File: config.mk
export PLATFORM = sky130hd
export DESIGN_NAME = dq_ccw_seq
export DESIGN_NICKNAME = d
export VERILOG_FILES = /design/src/rtl/dq_pkg.sv /design/src/rtl/dq_engine.sv /design/src/rtl/dq_flags.sv /design/src/rtl/dq_stview.sv /design/src/rtl/dq_ccw_seq.sv
export SDC_FILE = /design/constraint.sdc
export NUM_CORES = 1
export LEC_CHECK = 0
export ABC_AREA = 1
export BUFFER_PORTS_ARGS = -buffer_cell sky130_fd_sc_hd__buf_4
export CAP_MARGIN = 20
export CORE_UTILIZATION = 54
export DETAILED_ROUTE_END_ITERATION = 7
export MAX_ROUTING_LAYER = met4
export PLACE_DENSITY = 0.79
export SYNTH_ARGS = -nofsm -noshare
export SYNTH_HDL_FRONTEND = slang
export SYNTH_SLANG_ARGS = --single-unit
File: constraint.sdc
create_clock -name clk -period 1.8 [get_ports clk]
set_input_delay 0.36 -clock clk [delete_from_list [all_inputs] [get_ports clk]]
set_output_delay 0.36 -clock clk [all_outputs]
set_load 0.1 [all_outputs]
File: src/rtl/dq_pkg.sv
package dq_pkg;

    // Queue states as they appear in the status view
    typedef enum logic [1:0] {
        QS_IDLE  = 2'd0,
        QS_ACT   = 2'd1,
        QS_PAUSE = 2'd2,
        QS_PEND  = 2'd3
    } qst_e;

    // Table walker phases
    typedef enum logic [1:0] {
        EN_IDLE = 2'd0,
        EN_RD   = 2'd1,
        EN_EX   = 2'd2,
        EN_CV   = 2'd3
    } eng_e;

    // Flag positions, shared by the clear mask and the status view
    localparam int FL_CF1  = 0;
    localparam int FL_CF2  = 1;
    localparam int FL_PF1  = 2;
    localparam int FL_PF2  = 3;
    localparam int FL_TOR1 = 4;
    localparam int FL_TOR2 = 5;
    localparam int NFLAG   = 6;

endpackage

File: src/rtl/dq_engine.sv
module dq_engine
    import dq_pkg::*;
#(
    parameter int AW = 6
) (
    input  logic             clk,
    input  logic             rst_n,
    input  logic             trig1_i,
    input  logic             trig2_i,
    input  logic [AW-1:0]    bq2_i,
    output logic             tbl_rd_o,
    output logic [AW-1:0]    tbl_addr_o,
    input  logic [AW:0]      tbl_data_i,
    output logic             conv_req_o,
    output logic [AW-1:0]    conv_chan_o,
    input  logic             conv_done_i,
    output logic [AW-1:0]    ptr_o,
    output qst_e             q1_o,
    output qst_e             q2_o,
    output logic [NFLAG-1:0] set_o
);

    // Last table entry; as a channel value it is the end-of-queue code
    localparam logic [AW-1:0] LAST = {AW{1'b1}};

    typedef struct packed {
        eng_e          eng;
        logic [AW-1:0] ptr;
        logic          wrap;   // pointer ran past the last entry
        qst_e          q1;
        qst_e          q2;
        logic [AW-1:0] r1;     // start / resume address per queue
        logic [AW-1:0] r2;
        logic          w1;
        logic          w2;
        logic [AW-1:0] chan;
        logic          pz;
    } st_t;

    st_t              s_q, s_d;
    logic [NFLAG-1:0] set_d;
    logic [AW-1:0]    nxt_ptr;
    logic             nxt_wrap;
    logic             q1_run;
    logic [AW-1:0]    word_ch;
    logic             word_pz;

    always_comb begin
        s_d      = s_q;
        set_d    = '0;
        nxt_ptr  = s_q.ptr + 1'b1;
        nxt_wrap = (s_q.ptr == LAST);
        q1_run   = (s_q.q1 == QS_ACT);
        word_ch  = tbl_data_i[AW-1:0];
        word_pz  = tbl_data_i[AW];

        unique case (s_q.eng)
            EN_IDLE: begin
                if (s_q.q1 == QS_PEND) begin
                    s_d.q1   = QS_ACT;
                    s_d.ptr  = s_q.r1;
                    s_d.wrap = s_q.w1;
                    s_d.eng  = EN_RD;
                end else if (s_q.q2 == QS_PEND) begin
                    s_d.q2   = QS_ACT;
                    s_d.ptr  = s_q.r2;
                    s_d.wrap = s_q.w2;
                    s_d.eng  = EN_RD;
                end
            end
            EN_RD: s_d.eng = EN_EX;
            EN_EX: begin
                if (s_q.wrap || (q1_run && s_q.ptr == bq2_i) || word_ch == LAST) begin
                    if (q1_run) begin
                        s_d.q1        = QS_IDLE;
                        set_d[FL_CF1] = 1'b1;
                    end else begin
                        s_d.q2        = QS_IDLE;
                        set_d[FL_CF2] = 1'b1;
                    end
                    s_d.eng = EN_IDLE;
                end else begin
                    s_d.chan = word_ch;
                    s_d.pz   = word_pz;
                    s_d.eng  = EN_CV;
                end
            end
            EN_CV: begin
                if (conv_done_i) begin
                    if (s_q.pz) begin
                        if (q1_run) begin
                            s_d.q1        = QS_PAUSE;
                            s_d.r1        = nxt_ptr;
                            s_d.w1        = nxt_wrap;
                            set_d[FL_PF1] = 1'b1;
                        end else begin
                            s_d.q2        = QS_PAUSE;
                            s_d.r2        = nxt_ptr;
                            s_d.w2        = nxt_wrap;
                            set_d[FL_PF2] = 1'b1;
                        end
                        s_d.eng = EN_IDLE;
                    end else if (!q1_run && s_q.q1 == QS_PEND) begin
                        s_d.q2  = QS_PEND;
                        s_d.r2  = nxt_ptr;
                        s_d.w2  = nxt_wrap;
                        s_d.eng = EN_IDLE;
                    end else begin
                        s_d.ptr  = nxt_ptr;
                        s_d.wrap = nxt_wrap;
                        s_d.eng  = EN_RD;
                    end
                end
            end
            default: ;
        endcase

        if (trig1_i) begin
            if (s_q.q1 == QS_ACT || s_q.q1 == QS_PEND) begin
                set_d[FL_TOR1] = 1'b1;
            end else begin
                s_d.q1 = QS_PEND;
                if (s_q.q1 == QS_IDLE) begin
                    s_d.r1 = '0;
                    s_d.w1 = 1'b0;
                end
            end
        end
        if (trig2_i) begin
            if (s_q.q2 == QS_ACT || s_q.q2 == QS_PEND) begin
                set_d[FL_TOR2] = 1'b1;
            end else begin
                s_d.q2 = QS_PEND;
                if (s_q.q2 == QS_IDLE) begin
                    s_d.r2 = bq2_i;
                    s_d.w2 = 1'b0;
                end
            end
        end
    end

    always_ff @(posedge clk or negedge rst_n) begin
        if (!rst_n) s_q <= '0;
        else        s_q <= s_d;
    end

    assign tbl_rd_o    = (s_q.eng == EN_RD);
    assign tbl_addr_o  = s_q.ptr;
    assign conv_req_o  = (s_q.eng == EN_CV);
    assign conv_chan_o = s_q.chan;
    assign ptr_o       = s_q.ptr;
    assign q1_o        = s_q.q1;
    assign q2_o        = s_q.q2;
    assign set_o       = set_d;

    a_r2_fetch_one_cycle: assert property (@(posedge clk) disable iff (!rst_n)
        tbl_rd_o |=> (!tbl_rd_o && !conv_req_o));

    a_r2_req_held: assert property (@(posedge clk) disable iff (!rst_n)
        (conv_req_o && !conv_done_i) |=> conv_req_o);

    a_r4_no_eoq_convert: assert property (@(posedge clk) disable iff (!rst_n)
        conv_req_o |-> (conv_chan_o != LAST));

    a_r8_single_active: assert property (@(posedge clk) disable iff (!rst_n)
        !(s_q.q1 == QS_ACT && s_q.q2 == QS_ACT));

    a_r5_ptr_rests: assert property (@(posedge clk) disable iff (!rst_n)
        (s_q.eng == EN_IDLE && s_q.q1 != QS_PEND && s_q.q2 != QS_PEND) |=> $stable(ptr_o));

endmodule

File: src/rtl/dq_flags.sv
module dq_flags
    import dq_pkg::*;
(
    input  logic             clk,
    input  logic             rst_n,
    input  logic [NFLAG-1:0] set_i,
    input  logic             clr_wr_i,
    input  logic [NFLAG-1:0] clr_mask_i,
    output logic [NFLAG-1:0] flg_o
);

    logic [NFLAG-1:0] flg_q, flg_d;

    always_comb begin
        flg_d = flg_q;
        for (int k = 0; k < NFLAG; k++) begin
            if (set_i[k])                         flg_d[k] = 1'b1;
            else if (clr_wr_i && clr_mask_i[k])   flg_d[k] = 1'b0;
        end
    end

    always_ff @(posedge clk or negedge rst_n) begin
        if (!rst_n) flg_q <= '0;
        else        flg_q <= flg_d;
    end

    assign flg_o = flg_q;

    for (genvar k = 0; k < NFLAG; k++) begin : g_chk
        a_r10_set_wins: assert property (@(posedge clk) disable iff (!rst_n)
            set_i[k] |=> flg_o[k]);
        a_r10_w1c: assert property (@(posedge clk) disable iff (!rst_n)
            (clr_wr_i && clr_mask_i[k] && !set_i[k]) |=> !flg_o[k]);
        a_r10_sticky: assert property (@(posedge clk) disable iff (!rst_n)
            (!set_i[k] && !(clr_wr_i && clr_mask_i[k])) |=> $stable(flg_o[k]));
    end

endmodule

File: src/rtl/dq_stview.sv
module dq_stview
    import dq_pkg::*;
#(
    parameter int AW = 6,
    localparam int SW = AW + 4 + NFLAG
) (
    input  logic             clk,
    input  logic             rst_n,
    input  logic [AW-1:0]    ptr_i,
    input  qst_e             q1_i,
    input  qst_e             q2_i,
    input  logic [NFLAG-1:0] flg_i,
    output logic [SW-1:0]    status_o
);

    typedef struct packed {
        qst_e q2;
        qst_e q1;
    } qv_t;

    qv_t qv_q, qv_d;

    always_comb begin
        qv_d.q1 = q1_i;
        qv_d.q2 = q2_i;
    end

    always_ff @(posedge clk or negedge rst_n) begin
        if (!rst_n) qv_q <= '0;
        else        qv_q <= qv_d;
    end

    assign status_o = {flg_i, qv_q, ptr_i};

endmodule

File: src/rtl/dq_ccw_seq.sv
module dq_ccw_seq
    import dq_pkg::*;
#(
    parameter int AW = 6,
    localparam int SW = AW + 4 + NFLAG
) (
    input  logic             clk,
    input  logic             rst_n,
    input  logic             trig1_i,
    input  logic             trig2_i,
    input  logic [AW-1:0]    bq2_i,
    output logic             tbl_rd_o,
    output logic [AW-1:0]    tbl_addr_o,
    input  logic [AW:0]      tbl_data_i,
    output logic             conv_req_o,
    output logic [AW-1:0]    conv_chan_o,
    input  logic             conv_done_i,
    input  logic             clr_wr_i,
    input  logic [NFLAG-1:0] clr_mask_i,
    output logic [SW-1:0]    status_o
);

    logic [AW-1:0]    ptr_s;
    qst_e             q1_s, q2_s;
    logic [NFLAG-1:0] set_s, flg_s;

    dq_engine #(.AW(AW)) u_eng (
        .clk         (clk),
        .rst_n       (rst_n),
        .trig1_i     (trig1_i),
        .trig2_i     (trig2_i),
        .bq2_i       (bq2_i),
        .tbl_rd_o    (tbl_rd_o),
        .tbl_addr_o  (tbl_addr_o),
        .tbl_data_i  (tbl_data_i),
        .conv_req_o  (conv_req_o),
        .conv_chan_o (conv_chan_o),
        .conv_done_i (conv_done_i),
        .ptr_o       (ptr_s),
        .q1_o        (q1_s),
        .q2_o        (q2_s),
        .set_o       (set_s)
    );

    dq_flags u_flg (
        .clk        (clk),
        .rst_n      (rst_n),
        .set_i      (set_s),
        .clr_wr_i   (clr_wr_i),
        .clr_mask_i (clr_mask_i),
        .flg_o      (flg_s)
    );

    dq_stview #(.AW(AW)) u_view (
        .clk      (clk),
        .rst_n    (rst_n),
        .ptr_i    (ptr_s),
        .q1_i     (q1_s),
        .q2_i     (q2_s),
        .flg_i    (flg_s),
        .status_o (status_o)
    );

endmodule

### Word-level counts from Yosys, hierarchy flattened

Index checks and enable logic that the tools add are counted.

| operators by class | value |
|---|---|
| bitwise gates (word level) | 1 |
| mux-type cells | 72 |
| add/sub/neg operators | 1 |
| equality and inequality tests | 14 |
| reduce and logical (&&, ||, !) cells | 26 |

Operators with widths:

| kind | number |
|---|---|
| 6-bit 2-to-1 mux | 11 |
| 2-bit 2-to-1 mux | 21 |
| 1-bit 2-to-1 mux | 30 |
| 27-bit 2-to-1 mux | 1 |
| 9-bit 2-to-1 mux | 2 |
| 14-bit 2-to-1 mux | 1 |
| 7-bit 2-to-1 mux | 2 |
| 7-bit one-hot mux with 2 select lines | 1 |
| 2-bit nonzero test | 7 |
| 6-bit == test (second input constant) | 2 |
| 4-bit one-hot mux with 3 select lines | 1 |
| 2-bit == test (second input constant) | 4 |
| 1-bit logical AND | 8 |
| 2-bit one-hot mux with 4 select lines | 1 |
| 6-bit by 1-bit adder with 6-bit output (second input constant) | 1 |
| 2-bit by 1-bit == test with 1-bit output (second input constant) | 3 |
| 6-bit == test | 1 |
| 2-bit zero test | 3 |
| 5-bit AND reduction | 1 |
| 1-bit logical OR | 4 |
| 4-bit 2-to-1 mux | 1 |
| 2-bit != test (second input constant) | 2 |
| 2-bit AND reduction | 2 |
| 3-bit by 1-bit != test with 1-bit output (second input constant) | 1 |
| other kinds (3) | 3 |

| storage, ports and cells | value |
|---|---|
| logic and storage cells | 133 |
| bits in registers | 44 |
| input bits | 25 |

### Longest topological paths before layout

| depth | value |
|---|---|
| depth after elaboration | 10 |
| depth in mapped cells | 13 |
| gate-level depth less buffers | 13 |

### Modules after synthesis

Synthesis repeated with hierarchy kept, for this count alone.

| unflattened totals | value |
|---|---|
| cell total of the unflattened synthesis | 367 |
| area total of the unflattened synthesis | 2688.8 µm² |

Modules (own cells, without submodules):

| module | area an instance (µm²) | cells each | times used |
|---|---|---|---|
| dq_engine | 2258.4 | 321 | 1 |
| dq_flags | 240.2 | 30 | 1 |
| dq_stview | 190.2 | 16 | 1 |

### Worst setup path after synthesis

OpenSTA, ideal clock, no wires.

| timing path | value |
|---|---|
| path kind | register -> register |
| from | register u_eng.s_q[32] (netlist bit) |
| to | register u_eng.s_q (netlist bit u_eng.q2_o[1]) |
| arrival time | 2.241 ns |
| slack | -0.509 ns |
| library setup time | 0.069 ns |
| stages on the path, launching flop included | 13 |
| required time | 1.731 ns |
| path buffers | 1 |
| path through | dfrtp_1 > ha_1 > buf_2 > nand2_2 > inv_2 > nand2_2 > nor2_1 > inv_1 > o21ai_0 > inv_1 > nand2_1 > nand2_1 > nand2_1 |

RTL lines:

| what | line | source |
|---|---|---|
| start: declaration | dq_engine.sv:40 | `st_t s_q, s_d;` |
| start signal: assignment | dq_engine.sv:143 | `if (!rst_n) s_q <= '0;` |
| start signal: assignment | dq_engine.sv:144 | `else s_q <= s_d;` |

### Worst setup path after layout

| timing path | value |
|---|---|
| from | register u_eng.s_q[33] (netlist bit) |
| to | output tbl_rd_o |

| on the way | value |
|---|---|
| cells in the longest elaborated chain, start to end | 1 |

Ends and longest elaborated chain:

| what | line | source |
|---|---|---|
| 2-bit by 1-bit == test with 1-bit output | dq_engine.sv:147 | `assign tbl_rd_o = (s_q.eng == EN_RD);` |
| end: declaration | dq_ccw_seq.sv:12 | `output logic tbl_rd_o,` |

Every way passes these cells.

==> impl_metrics.tcl <==
set metrics [dict create \
    grt_pass1_wl_um 9960 \
    status "finished clean" \
    gp_congestion 0.975 \
    area_growth_pct 19.3 \
    tritoncts "yes" \
    synth_area_leaders "dfrtp_1 (43%), nand2_1 (14%), o21ai_0 (6.1%)" \
    design.core.area_um2 4440 \
    antennaDiodeCount 0 \
    use_met2_pct 40.3 \
    drt_first_pass_iters 7 \
    die_y_um 70.9 \
    postSynthCellCount 341 \
    synth.mux.area_fraction_pct 0 \
    portBuffers 54 \
    critical_path_depth 3 \
    numCtsBuffers 5 \
    reg2reg_depth 7 \
    wl_um 6260 \
    vias_per_cell 5.43 \
    cp_slowest_cell "dfrtp_1" \
    r2r_slack_ns 0.15 \
    final_area_um2 3060 \
    timing.final.crit_period_ns 1.75 \
    setup_ws_ns 0.0534 \
    fin_nets 420 \
    setup.worst_path.start_class "flip-flop" \
    path_clk_slew_ns 0.08 \
    die_area_um2 5020 \
    drt_iter0_drc 339 \
    die_x_um 70.9 \
    grt_overflow_total 0 \
    cts-root-buf "clkbuf_8" \
    ys_ff_latch 44 \
    syn_nets 371 \
    use_met3_pct 3.85 \
    antenna_found_initial 0 \
    ys_warn_count 0 \
    grt_use_total_pct 26.4 \
    clock_latency_ns 0.30 \
    dpl_cell_area_um2 2950 \
    worstMarginPinSlew_ns 0.556 \
    setup_violations 0 \
    reg2reg_from "u_eng.s_q[32]$_DFFE_PN0P_" \
    grt_pass1_vias 2138 \
    syn_area_per_cell_um2 7.51 \
    drive_gt1_share_pct 23.3 \
    synth-simple-area-share_pct 25.7 \
    ys_seq_area_share_pct 43.0 \
    max-cap-violations 0 \
    cp-end-kind "primary output" \
    timing.final.crit_share_pct 97.0 \
    critPathBufInv 2 \
    post_drt_wl_per_cell_um 14.2 \
    final_cell_mix "nand2_1 (97), buf_4 (62), dfrtp_1 (41)" \
    synth_top_family_by_area "simple AND/OR/NAND/NOR gates" \
    crit_start "u_eng.s_q[33]$_DFFE_PN0P_" \
    grt_max_degree 45 \
    criticalPathCategory "flip-flop to primary output" \
    synth_xor_area_share_pct 1.37 \
    slew_violations 0 \
    worst_path_largest_cell_delay_ns 0.43 \
    yosysTopAreaCell "dfrtp_1" \
    start_util_pct 57.7 \
    met1_usage_pct 35.4 \
    synth_top_cell_area_share_pct 43.0 \
    skew_ns 0.00724 \
    cp_max_fo 6 \
    hpwl_um 4650 \
    cp.required_ns 1.44 \
    final_common_cell "nand2_1" \
    postCtsHoldBufs 0 \
    setup_tns_ns 0 \
    io_pins 55 \
    cts.sinks 44 \
    worst_ep_arrival_time_ns 1.39 \
    path_delay_family "flip-flops" \
    r2r-end "u_eng.ptr_o[4]$_DFFE_PN0P_" \
    h-tree-depth 2 \
    top_usage_layer "met2" \
    num_rows 24 \
    finalHoldViolCount 0 \
    drc_errors 0 \
    synth-compound-area-share_pct 14.6 \
    syn-cell-area_um2 2560 \
    yosysUniqueCellTypes 33 \
    clock_path_buffers 2 \
    rsz0062_at_grt "no" \
    synthAdderAreaFrac_pct 2.44 \
    worstPathCellList "inv_1, ha_2, buf_6" \
    slew_headroom_pct 62.9 \
    hold_class "input port to asynchronous set/reset pin" \
    pre_cts_ws_ns 0.131 \
    via_count 2401 \
    ant_nets 0 \
    max_freq_mhz 573 \
]
## what timing repair did
item / CTS / global route
resized for setup: 1 / 3
endpoints found under the setup margin: 1 / 7
buffers inserted: 0 / 3
## metrics by stage
stage          hold slack (ns)  utilization, %  cells
3_5_place_dp             0.391            66.4    432
2_1_floorplan           0.0644               -    341
5_1_grt                 0.0999            68.8    442
4_1_cts                 0.0697            68.2    439
6_report                0.0513            68.8    442
3_3_place_gp             0.386            66.4    432
## state kept, by name, indices dropped and copies added, names as in the netlist
| name | flops |
|---|---|
| u_flg.flg_o | 6 |
| u_eng.q1_o | 2 |
| u_eng.conv_chan_o | 6 |
| u_view.status_o | 4 |
| u_eng.s_q | 18 |
| u_eng.ptr_o | 6 |
| u_eng.q2_o | 2 |
## final cells by class
type                            count  area (um^2)
Multi-Input combinational cell    231         1150
Fill cell                         382         1390
Clock buffer                        6         72.6
Tap cell                           52         65.1
Clock inverter                      1         5.00
Timing Repair Buffer               64          497
Sequential cell                    44         1100
Inverter                           44          168
## cells by family after synthesis
group / count (synthesis)
simple gates: 156
compound gates: 66
buf+inv: 66
flops: 44
fa+ha+maj: 5
xor+xnor: 4
## synthesized netlist by cell type
cell type  count
inv_4          1
dfrtp_1       44
o21ai_0       31
nor3_1         1
inv_1         39
clkbuf_1       1
o21ai_1        5
o31ai_1        1
o21ai_2        1
a22o_1         1
nor2_1        33
nor4_1         1
a31oi_1        2
xor2_1         4
nor3_4         1
buf_6          1
o211ai_1       1
a22oi_1        5
nand4_1        3
nor2_2         1
nand3_1       13
nand2_2        4
buf_2          1
buf_4         19
a21oi_2        2
a21oi_1       14
ha_1           5
a211oi_1       2
nor2_4         1
a32oi_1        1
nand3_4        1
nand2_1       97
inv_2          4
## routing by layer
metal	up-vias	part of all wire, %
li1	1172	-
met1	1111	46
met2	102	46
met3	16	6.2
met4	0	1.9
met5	-	0
## how the worst max path moves through the flow
stage                     slack [ns]                 endpoint
after CTS                       0.05                 tbl_rd_o
after detailed placement        0.13   u_eng.s_q[7]$_DFF_PN0_
after floorplan               -0.006  u_eng.q2_o[1]$_DFF_PN0_
after global routing            0.01  u_eng.s_q[14]$_DFF_PN0_
final                           0.05                 tbl_rd_o
after global placement          0.16   u_eng.s_q[7]$_DFF_PN0_
Power is left out: the tool's default activity adds up to more than one toggle a clock period on the data nets, which glitch-free logic cannot reach.
